**src/rtl/stp_pkg.sv**
```systemverilog
package stp_pkg;
  typedef enum logic [1:0] {
    ST_IDLE   = 2'd0,
    ST_DELAY  = 2'd1,
    ST_ACTIVE = 2'd2,
    ST_DONE   = 2'd3
  } stp_state_e;
endpackage

```
**src/rtl/stp_ms_tick.sv**
```systemverilog
module stp_ms_tick #(
  parameter int unsigned CLK_PER_MS = 100000
) (
  input  logic clk_i,
  input  logic rst_ni,
  input  logic run_i,
  input  logic clr_i,
  output logic tick_o
);
  localparam int unsigned PW = (CLK_PER_MS > 1) ? $clog2(CLK_PER_MS) : 1;
  localparam logic [PW-1:0] LAST = PW'(CLK_PER_MS - 1);

  logic [PW-1:0] pre_q;

  assign tick_o = run_i && (pre_q == LAST);

  always_ff @(posedge clk_i or negedge rst_ni) begin
    if (!rst_ni)          pre_q <= '0;
    else if (clr_i)       pre_q <= '0;
    else if (tick_o)      pre_q <= '0;
    else if (run_i)       pre_q <= pre_q + 1'b1;
  end

  // the prescaler never passes one millisecond
  p_pre_in_range_r3: assert property (@(posedge clk_i) disable iff (!rst_ni)
    pre_q <= LAST);
endmodule

```
**src/rtl/stp_ms_timer.sv**
```systemverilog
module stp_ms_timer #(
  parameter int unsigned MSW = 16
) (
  input  logic           clk_i,
  input  logic           rst_ni,
  input  logic           ld_i,
  input  logic [MSW-1:0] ld_val_i,
  input  logic           tick_i,
  output logic           zero_o,
  output logic           one_o
);
  logic [MSW-1:0] cnt_q;

  assign zero_o = (cnt_q == '0);
  assign one_o  = (cnt_q == MSW'(1));

  always_ff @(posedge clk_i or negedge rst_ni) begin
    if (!rst_ni)                cnt_q <= '0;
    else if (ld_i)              cnt_q <= ld_val_i;
    else if (tick_i && !zero_o) cnt_q <= cnt_q - 1'b1;
  end

  // a tick without a load moves the count down by exactly one
  p_step_one_r4: assert property (@(posedge clk_i) disable iff (!rst_ni)
    (tick_i && !ld_i && !zero_o) |=> (cnt_q == $past(cnt_q) - 1'b1));
endmodule

```
**src/rtl/stp_seq.sv**
```systemverilog
module stp_seq
  import stp_pkg::*;
#(
  parameter int unsigned NCH        = 8,
  parameter int unsigned CLK_PER_MS = 100000,
  parameter int unsigned EVW        = 16,
  parameter int unsigned MSW        = 16
) (
  input  logic           clk_i,
  input  logic           rst_ni,
  input  logic           test_en_i,
  input  logic [EVW-1:0] evt_cfg_i,
  input  logic [MSW-1:0] delay_ms_i,
  input  logic [MSW-1:0] dur_ms_i,
  input  logic [NCH-1:0] chan_mask_i,
  input  logic           evt_valid_i,
  input  logic [EVW-1:0] evt_num_i,
  input  logic           range_busy_i,
  input  logic           skip_clr_i,
  output logic [NCH-1:0] test_o,
  output logic           test_level_o,
  output logic           busy_o,
  output logic           skipped_o
);
  stp_state_e     state_q, state_d;
  logic           tick, ld, cnt_zero, cnt_one, expire, skip_set, run;
  logic [MSW-1:0] ld_val;
  logic           skipped_q;

  assign run    = (state_q == ST_DELAY) || (state_q == ST_ACTIVE);
  assign expire = cnt_zero || (tick && cnt_one);

  stp_ms_tick #(.CLK_PER_MS(CLK_PER_MS)) u_tick (
    .clk_i  (clk_i),
    .rst_ni (rst_ni),
    .run_i  (run),
    .clr_i  (ld),
    .tick_o (tick)
  );

  stp_ms_timer #(.MSW(MSW)) u_timer (
    .clk_i    (clk_i),
    .rst_ni   (rst_ni),
    .ld_i     (ld),
    .ld_val_i (ld_val),
    .tick_i   (tick),
    .zero_o   (cnt_zero),
    .one_o    (cnt_one)
  );

  always_comb begin
    state_d  = state_q;
    ld       = 1'b0;
    ld_val   = delay_ms_i;
    skip_set = 1'b0;
    unique case (state_q)
      ST_IDLE: begin
        if (test_en_i && evt_valid_i && (evt_num_i == evt_cfg_i)) begin
          state_d = ST_DELAY;
          ld      = 1'b1;
        end
      end
      ST_DELAY: begin
        if (!test_en_i) begin
          state_d = ST_DONE;
        end else if (expire) begin
          if (range_busy_i) begin
            skip_set = 1'b1;
            state_d  = ST_DONE;
          end else if (dur_ms_i == '0) begin
            state_d = ST_DONE;
          end else begin
            state_d = ST_ACTIVE;
            ld      = 1'b1;
            ld_val  = dur_ms_i;
          end
        end
      end
      ST_ACTIVE: begin
        if (!test_en_i) begin
          state_d = ST_DONE;
        end else if (range_busy_i) begin
          skip_set = 1'b1;
          state_d  = ST_DONE;
        end else if (expire) begin
          state_d = ST_DONE;
        end
      end
      default: state_d = ST_IDLE;
    endcase
  end

  always_ff @(posedge clk_i or negedge rst_ni) begin
    if (!rst_ni) begin
      state_q   <= ST_IDLE;
      skipped_q <= 1'b0;
    end else begin
      state_q <= state_d;
      if (skip_set)        skipped_q <= 1'b1;
      else if (skip_clr_i) skipped_q <= 1'b0;
    end
  end

  assign test_level_o = (state_q == ST_ACTIVE);
  assign busy_o       = (state_q != ST_IDLE);
  assign skipped_o    = skipped_q;

  for (genvar g = 0; g < NCH; g++) begin : g_ch
    assign test_o[g] = test_level_o & chan_mask_i[g];
  end

  p_busy_ends_pulse_r6: assert property (@(posedge clk_i) disable iff (!rst_ni)
    (test_level_o && range_busy_i) |=> (!test_level_o && skipped_o));

  p_enable_ends_pulse_r7: assert property (@(posedge clk_i) disable iff (!rst_ni)
    (test_level_o && !test_en_i) |=> !test_level_o);

  p_done_one_cycle_r10: assert property (@(posedge clk_i) disable iff (!rst_ni)
    (state_q == ST_DONE) |=> (state_q == ST_IDLE));

  p_pulse_from_delay_r3: assert property (@(posedge clk_i) disable iff (!rst_ni)
    $rose(test_level_o) |-> ($past(state_q) == ST_DELAY));

  p_skip_sticky_r8: assert property (@(posedge clk_i) disable iff (!rst_ni)
    (skipped_o && !skip_clr_i) |=> skipped_o);

  p_mask_respected_r9: assert property (@(posedge clk_i) disable iff (!rst_ni)
    (test_o & ~chan_mask_i) == '0);
endmodule

```
**config.mk**
```make
export PLATFORM = sky130hd
export DESIGN_NAME = stp_seq
export DESIGN_NICKNAME = d
export VERILOG_FILES = /design/src/rtl/stp_pkg.sv /design/src/rtl/stp_ms_tick.sv /design/src/rtl/stp_ms_timer.sv /design/src/rtl/stp_seq.sv
export SDC_FILE = /design/constraint.sdc
export NUM_CORES = 1
export LEC_CHECK = 0
export CAP_MARGIN = 0
export CORE_MARGIN = 10
export CORE_UTILIZATION = 42
export CTS_CLUSTER_DIAMETER = 120
export CTS_CLUSTER_SIZE = 20
export DETAILED_ROUTE_END_ITERATION = 7
export GPL_ROUTABILITY_DRIVEN = 0
export GPL_TIMING_DRIVEN = 0
export PLACE_DENSITY = 0.72
export SLEW_MARGIN = 20
export SYNTH_ARGS = -nofsm -noshare
export SYNTH_HDL_FRONTEND = slang
export SYNTH_SLANG_ARGS = --single-unit
```
**constraint.sdc**
```tcl
create_clock -name clk_i -period 3.37 [get_ports clk_i]
set_clock_uncertainty 0.05 [all_clocks]
set_input_delay 0.674 -clock clk_i [delete_from_list [all_inputs] [get_ports clk_i]]
set_output_delay 0.674 -clock clk_i [all_outputs]
set_load 0.1 [all_outputs]
```
=== After elaboration in Yosys (flattened, before gate mapping) ===
Index checks and enable logic that the tools add are counted.

* Input bits: 78
* Bits in registers: 36

* Add/subtract/negate cells: 2
* Equal/unequal tests: 8
* Reduce and logical (&&, ||, !) cells: 16
* Bitwise gates (word level): 8
* Multiplexer cells: 32

{| class="wikitable"
|+ Operators with widths
! cell !! count
|-
| $mux 16 || 7
|-
| $mux 17 || 3
|-
| $logic_not 16->1 || 2
|-
| $add 17x1->17 const B || 1
|-
| $eq 17x17->1 const B || 1
|-
| $eq 16x1->1 const B || 1
|-
| $eq 16x16->1 || 1
|-
| $sub 16x1->16 const B || 1
|-
| $mux 1 || 13
|-
| $mux 2 || 6
|-
| $and 1x1->1 || 8
|-
| $pmux 2 s3 || 1
|-
| $reduce_bool 2->1 || 3
|-
| $logic_and 1x1->1 || 5
|-
| $ne 4x3->1 const B || 1
|-
| $pmux 1 s2 || 2
|-
| $ne 3x3->1 const B || 1
|-
| $reduce_and 3->1 || 1
|-
| $reduce_bool 3->1 || 1
|-
| $eq 2x1->1 const B || 1
|-
| $eq 2x2->1 const B || 1
|-
| $logic_not 2->1 || 1
|-
| $logic_or 1x1->1 || 2
|-
| $ne 2x2->1 const B || 1
|-
| $logic_not 1->1 || 1
|}

=== Longest topological paths before layout ===
Gate-level depths: netlist of run 1.

* Depth in word-level cells: 9
* Mapped depth: 12

=== Hierarchy ===
Synthesis of run 1 repeated with hierarchy kept, for this count alone.

* Cell total of the unflattened synthesis: 303
* Area, all modules: 2777.7 sq um

{| class="wikitable"
|+ By module, submodules not included
! module !! cells each !! area each (sq um) !! sequential area each (sq um) !! instances
|-
| stp_ms_timer || 128 || 1123.6 || 400.4 || 1
|-
| stp_ms_tick || 95 || 904.6 || 425.4 || 1
|-
| stp_seq || 80 || 749.5 || 75.1 || 1
|}

=== Worst setup path after synthesis of run 1 ===
OpenSTA, ideal clock, no wires.

* Path kind: reg2out
* Start point: reg state_q[0]
* End point: out test_o[0]
* Buffers on the path: 1
* Stages on the path, launching flop included: 5
* Required time: 2646 ps
* Setup slack: 311 ps
* Arrival: 2335 ps
* Path through: dfrtp_1 > inv_1 > ha_1 > clkbuf_1 > and2_1

* Longest elaborated chain between the ends: 2

{| class="wikitable"
|+ RTL lines
! element !! line !! RTL
|-
| start: declaration || stp_seq.sv:25 || <nowiki>stp_state_e state_q, state_d;</nowiki>
|-
| start signal: assignment || stp_seq.sv:98 || <nowiki>state_q <= state_d;</nowiki>
|-
| $eq 2x2->1 || stp_seq.sv:104 || <nowiki>assign test_level_o = (state_q == ST_ACTIVE);</nowiki>
|-
| net test_level_o || stp_seq.sv:21 || <nowiki>output logic test_level_o,</nowiki>
|-
| $and 1x1->1 || stp_seq.sv:109 || <nowiki>assign test_o[g] = test_level_o & chan_mask_i[g];</nowiki>
|-
| end: declaration || stp_seq.sv:20 || <nowiki>output logic [NCH-1:0] test_o,</nowiki>
|}

The timed path passes the listed nets, and every way through them passes these cells.

=== Worst setup path in the final report of run 1 ===
* Start point: reg state_q[0]
* End point: out busy_o

* Longest elaborated chain between the ends: 1

{| class="wikitable"
|+ RTL lines
! element !! line !! RTL
|-
| $reduce_bool 2->1 || stp_seq.sv:105 || <nowiki>assign busy_o = (state_q != ST_IDLE);</nowiki>
|-
| end: declaration || stp_seq.sv:22 || <nowiki>output logic busy_o,</nowiki>
|}

Every way passes these cells.

==> results of run 1 <==
-- metal layers --
layer	wire length, um	global-route usage	vias up
li1	-	-	1308
met5	0	0	-
met1	3420	0.197	1268
met3	338	0.0364	9
met4	55	0.0283	0
met2	4480	0.305	45
-- sequential cells by signal (all words and copies together), names as in the netlist --
| name | cells |
|---|---|
| skipped_o | 1 |
| state_q | 2 |
| u_tick.pre_q | 17 |
| u_timer.cnt_q | 16 |
-- metrics by stage --
step / hold slack [ps] / setup slack [ps]
final: 197 / 188
after global routing: 209 / 43.6
after CTS: 206 / 34.6
after detailed placement: 465 / -73.3
after global placement: 440 / -52.7
after floorplan: 328 / 311
-- critical path, cell delays in order, from the launching register on --
cell,delay [ps]
dfrtp_1,390
inv_1,80
ha_1,190
clkbuf_1,190
inv_1,150
clkdlybuf4s50_1,1160
-- report_power, final --
group / total (uW) / leakage [uW] / internal [uW] / switching [uW]
sequential: 563 / 0.000431 / 497 / 65.9
combinational: 950 / 0.00116 / 324 / 626
clock: 381 / 0.0000552 / 220 / 162
total: 1890 / 0.00164 / 1040 / 853
-- kinds of logic (layout without fill, tap and decap cells) --
logic type | after synthesis | count (layout) | share of synthesized area
buf+inv | 21 | 118 | 0.0372
flops | 36 | 36 | 0.331
compound gates | 56 | 56 | 0.137
simple gates | 143 | 143 | 0.300
xor+xnor | 37 | 37 | 0.119
mux | 10 | 10 | 0.0386
fa+ha+maj | 8 | 8 | 0.0368
-- final timing paths --
path | startpoint | endpoint | slack, ps | cells after the start
worst min register to register | u_timer.cnt_q[11] | u_timer.cnt_q[11] | 480 | 2
worst max register to register | state_q[0] | u_timer.cnt_q[15] | 370 | 12
worst min-delay path | rst_ni | u_tick.pre_q[15] | 200 | 1
max in group asynchronous | rst_ni | u_timer.cnt_q[8] | 2640 | 2
min in group clk_i | u_timer.cnt_q[11] | u_timer.cnt_q[11] | 480 | 2
worst max-delay path | state_q[0] | busy_o | 190 | 5
-- final cells by class --
class                   count  area (um2)  area share
multi-input cells         254        1720       0.448
repair buffers             89         916       0.238
clock buffers               6        72.6      0.0189
well taps                  77        96.3      0.0250
flip-flops and latches     36         901       0.234
clock inverters             2        35.0     0.00911
inverters                   7        26.3     0.00683
plain buffers              14        75.1      0.0195
-- cell usage after synthesis (3+ instances only) --
cell       instances  share of area
nor3_1            11          0.020
a21o_1             3         0.0083
xnor2_1           24          0.077
ha_1               8          0.037
a31oi_1            3         0.0069
nand3_1           10          0.018
and4_1             3         0.0097
nand2_1           17          0.023
and2_1            17          0.039
dfrtp_1           36           0.33
buf_2              6          0.011
a21oi_1           11          0.020
o211ai_1           3         0.0083
a31o_2             3         0.0097
o2111a_2           3          0.014
o21ai_1            5         0.0092
nand2b_1           4         0.0092
nand4_1           12          0.028
and3_1             8          0.018
nor3b_1            3         0.0083
nor2b_1            3         0.0069
mux2_2             4          0.017
clkbuf_1           6         0.0083
nor2_2             4         0.0092
o21ai_0           14          0.026
nor4_2             3          0.014
nor4_1             6          0.014
mux2i_1            6          0.022
o2111ai_1          3         0.0097
nor2_1            29          0.040
xor2_1            13          0.042
inv_1              7         0.0097
-- repair_timing --
action / in CTS / in global routing
setup buffers: 0 / 0
resized for setup: 0 / 9
endpoints found under the setup margin: 0 / 10
==> metrics.yaml, run 1 <==
run_status:
  status: "finished clean"
cells_and_area:
  antenna_cells: 0
  final_area_um2: 3850
  final_cell_mix: "79 x clkdlybuf4s50_1, 36 x dfrtp_1, 29 x nor2_1"
  drive_gt1_frac: 0.100
  num-fill-cells: 584
  fin_util: 0.609
  fin_cells: 485
  nets: 493
  final_common_cell: "clkdlybuf4s50_1"
  syn_to_final_growth_pct: 41.3
timing:
  hold_violations: 0
  fmax_ghz: 0.314
  fin_crit_ps: 3180
  setup_viol: 0
  max-slew-margin-rel: 0.329
  tightestPinTransition_ps: 1000
  finalCritPeriodShare: 0.944
  rsz0062_at_grt: "no"
  drv_slew: 0
  fin_setup_tns_ps: 0
synthesis:
  ys_ff_latch: 36
  synth-edff-count: 0
  ys_warn_count: 0
  asyncSetResetFlopFracSynth: 1.00
  syn_avg_cell_area_um2: 8.75
  syn_nets: 397
  syn_area_um2: 2720
  syn-instance-count: 311
  synthFlopType: "dfrtp_1"
  yosysUniqueCellTypes: 48
  seq_area_frac_synth: 0.331
placement:
  place_area_um2: 3710
  dpl.cell_count: 477
  dp_hpwl_mm: 6.74
  io_buffer_count: 88
critical_path:
  crit_path_end_kind: "output port"
  cp_max_fo: 8
  required_ps: 2650
  worstPathArrival_ps: 2460
  cp-start-kind: "flop"
  crit_type: "flop to output port"
detailed_routing:
  drtIter0Drc: 104
  vias: 2630
  via_per_inst: 5.42
  detail_route.wl_per_cell_um: 17.1
  routed_wl_mm: 8.29
  ant_nets: 0
  drc: 0
  first_pass_iters: 4
floorplan:
  die_area_um2: 10100
  start_util: 0.431
  die_y_um: 100
  core_region_area_um2: 6310
  placementRows: 29
  die_w_um: 100
  io_pins: 89
cts:
  clk_pin_slew_worst_paths_ps: 80
  cts_buffers: 5
  hold_buffers: 0
  clk_latency_ps: 290
  htreeDepth: 2
  clockRootBuffer: "clkbuf_8"
  clk_path_buf_depth: 2
  cts_tree: "yes"
  clock-sinks: 36
global_route:
  grt_pass1_vias: 2735
  grt_max_degree: 27
  grt.overflow.total: 0
  antenna_found_initial: 0
  grt_pass1_wl_mm: 13.7
  track_usage: 0.167
power_and_ir_drop:
  power_density_nw_per_um2: 492
  finalPower_uw: 1890
  power.leakage_uw: 0.00164
  ir_worst_vdd_uv: 333
worst_hold_path:
  hp-class: "input port to async pin"
job:
  cap_viol_max_count: 0
(Power assumes the default switching activity.)
==> run 2, diff against run 1 <==
==> constraint.sdc (replaced) <==
create_clock -name clk_i -period 3.37 [get_ports clk_i]
set_clock_uncertainty 0.05 [all_clocks]
set_input_delay 0.337 -clock clk_i [delete_from_list [all_inputs] [get_ports clk_i]]
set_output_delay 0.337 -clock clk_i [all_outputs]
set_load 0.1 [all_outputs]
==> metrics.yaml, run 2 (synthesis results as in run 1) <==
timing:
  hold_violations: 0  # unchanged
  fin_setup_tns_ps: 0  # unchanged
  hold_slack_ps: 394  # was 197 ps
  max-slew-margin-rel: 0.329  # about the same
  fmax_ghz: 0.327  # was 0.314 GHz
  fin_crit_ps: 3060  # was 3180 ps
  drv_slew: 0  # unchanged
  rsz0062_at_grt: "no"  # unchanged
  tightestPinTransition_ps: 1000  # about the same
  finalCritPeriodShare: 0.907  # was 0.944
  setup_viol: 0  # unchanged
cells_and_area:
  antenna_cells: 0  # unchanged
  num-fill-cells: 584  # unchanged
  regMostFlops: "u_tick.pre_q"  # unchanged
  syn_to_final_growth_pct: 40.8  # was 41.3%
  nets: 494  # was 493
  largest_reg_flops: 17  # unchanged
  final_common_cell: "clkdlybuf4s50_1"  # unchanged
  top_regs: "u_tick.pre_q: 17 flops, u_timer.cnt_q: 16 flops, state_q: 2 flops"  # unchanged
  final_cell_mix: "87 x clkdlybuf4s50_1, 36 x dfrtp_1, 29 x nor2_1"  # was 79 x clkdlybuf4s50_1, 36 x dfrtp_1, 29 x nor2_1
  drive_gt1_frac: 0.0978  # was 0.100
global_route:
  antenna_found_initial: 0  # unchanged
  use_met2: 0.305  # unchanged
  grt_max_degree: 27  # unchanged
  grt_pass1_vias: 2738  # was 2735
  grt_pass1_wl_mm: 13.8  # was 13.7 mm
  grt.overflow.total: 0  # unchanged
  gr-usage-met1: 0.197  # about the same
  met3_usage: 0.0364  # unchanged
  top_usage_layer: "met2"  # unchanged
  track_usage: 0.167  # about the same
worst_hold_path:
  hp-class: "input port to async pin"  # unchanged
critical_path:
  worstPathArrival_ps: 3210  # was 2460 ps
  required_ps: 3520  # was 2650 ps
  cp-start-kind: "flop"  # unchanged
  crit_start: "state_q[0]"  # unchanged
  r2r_start: "state_q[0]"  # unchanged
  crit_type: "flop to flop"  # was flop to output port
  crit_path_end_kind: "flop"  # was output port
  cp_max_fo: 10  # was 8
power_and_ir_drop:
  power.leakage_uw: 0.00152  # was 0.00164 uW
  power_density_nw_per_um2: 496  # was 492 nW/um2
  ir_worst_vdd_uv: 334  # was 333 uV
cts:
  cts_buffers: 5  # unchanged
  clock-sinks: 36  # unchanged
  clockRootBuffer: "clkbuf_8"  # unchanged
  clk_path_buf_depth: 2  # unchanged
  cts_tree: "yes"  # unchanged
  clk_latency_ps: 290  # about the same
  post_cts_buffers: 0  # unchanged
  clk_pin_slew_worst_paths_ps: 80  # about the same
  htreeDepth: 2  # unchanged
floorplan:
  die_y_um: 100  # unchanged
  placementRows: 29  # unchanged
  io_pins: 89  # unchanged
  die_area_um2: 10100  # unchanged
  core_region_area_um2: 6310  # unchanged
  die_w_um: 100  # unchanged
  start_util: 0.431  # unchanged
detailed_routing:
  routed_wl_mm: 8.33  # was 8.29 mm
  detail_route.wl_per_cell_um: 17.1  # about the same
  vias: 2643  # was 2630
  via_per_inst: 5.44  # was 5.42
  ant_nets: 0  # unchanged
  drtIter0Drc: 93  # was 104
  drc: 0  # unchanged
  first_pass_iters: 4  # unchanged
placement:
  dp_hpwl_mm: 6.74  # unchanged
  io_buffer_count: 88  # unchanged
job:
  cap_viol_max_count: 0  # unchanged
run_status:
  status: "finished clean"  # unchanged
run 2: cell count changes in the layout (fill, tap and decap cells not counted), sizes merged:
cell           change
clkdlybuf4s50      +8
dlymetal6s2s       -8
dlygate4sd3        +1
run 2: cell type report:
| cell class | instances | area (um2) | area share |
|---|---|---|---|
| multi-input cells | 254 | 1720 | 0.449 |
| well taps | 77 | 96.3 | 0.0251 |
| clock buffers | 6 | 72.6 | 0.0189 |
| inverters | 7 | 26.3 | 0.00686 |
| clock inverters | 2 | 35.0 | 0.00914 |
| plain buffers | 14 | 75.1 | 0.0196 |
| flip-flops and latches | 36 | 901 | 0.235 |
| repair buffers | 90 | 906 | 0.236 |
run 2: per-layer routing:
metal,part of all wire,up-vias,wire (um)
li1,-,1310,-
met2,0.54,51,4460
met4,0.0052,0,43
met1,0.42,1276,3490
met3,0.040,6,336
met5,0,-,0
run 2: worst paths after layout:
kind / end / slack [ps] / depth (start not counted)
worst max register to register: u_timer.cnt_q[2] / 310 / 12
min in group clk_i: u_timer.cnt_q[11] / 480 / 2
worst min-delay path: u_tick.pre_q[16] / 390 / 2
max in group asynchronous: u_timer.cnt_q[8] / 2440 / 3
worst min register to register: u_timer.cnt_q[11] / 480 / 2
worst max-delay path: u_timer.cnt_q[2] / 310 / 12
run 2: stage by stage:
stage,worst slack [ps],instance area (um2),power [uW],cells,utilization
floorplan,648,2720,1230,311,-
global placement,284,3700,1510,476,0.586
detailed placement,264,3710,1530,477,0.588
CTS,372,3830,1910,486,0.607
global route,43.6,3830,2010,486,0.607
finish,314,3830,1900,486,0.607
run 2: power breakdown:
part / internal [uW] / switching (uW) / total [uW]
Clock: 220 / 163 / 382
Sequential: 497 / 66.1 / 563
Combinational: 327 / 627 / 954
Total: 1040 / 856 / 1900
run 2: worst max-delay path, cell delays in order, from the launching register on:
cell      delay (ps)
dfrtp_1          390
inv_1             80
ha_1             270
buf_2            200
nor4bb_1         240
and4_1           260
and2_1           130
clkbuf_1         240
clkbuf_1         430
nand3_1          210
xnor2_1          180
mux2i_1           80
o21ai_0          190
run 2: timing repair:
item	CTS	global route
hold buffers	1	0
resized for setup	0	0
endpoints found under the hold margin	10	0
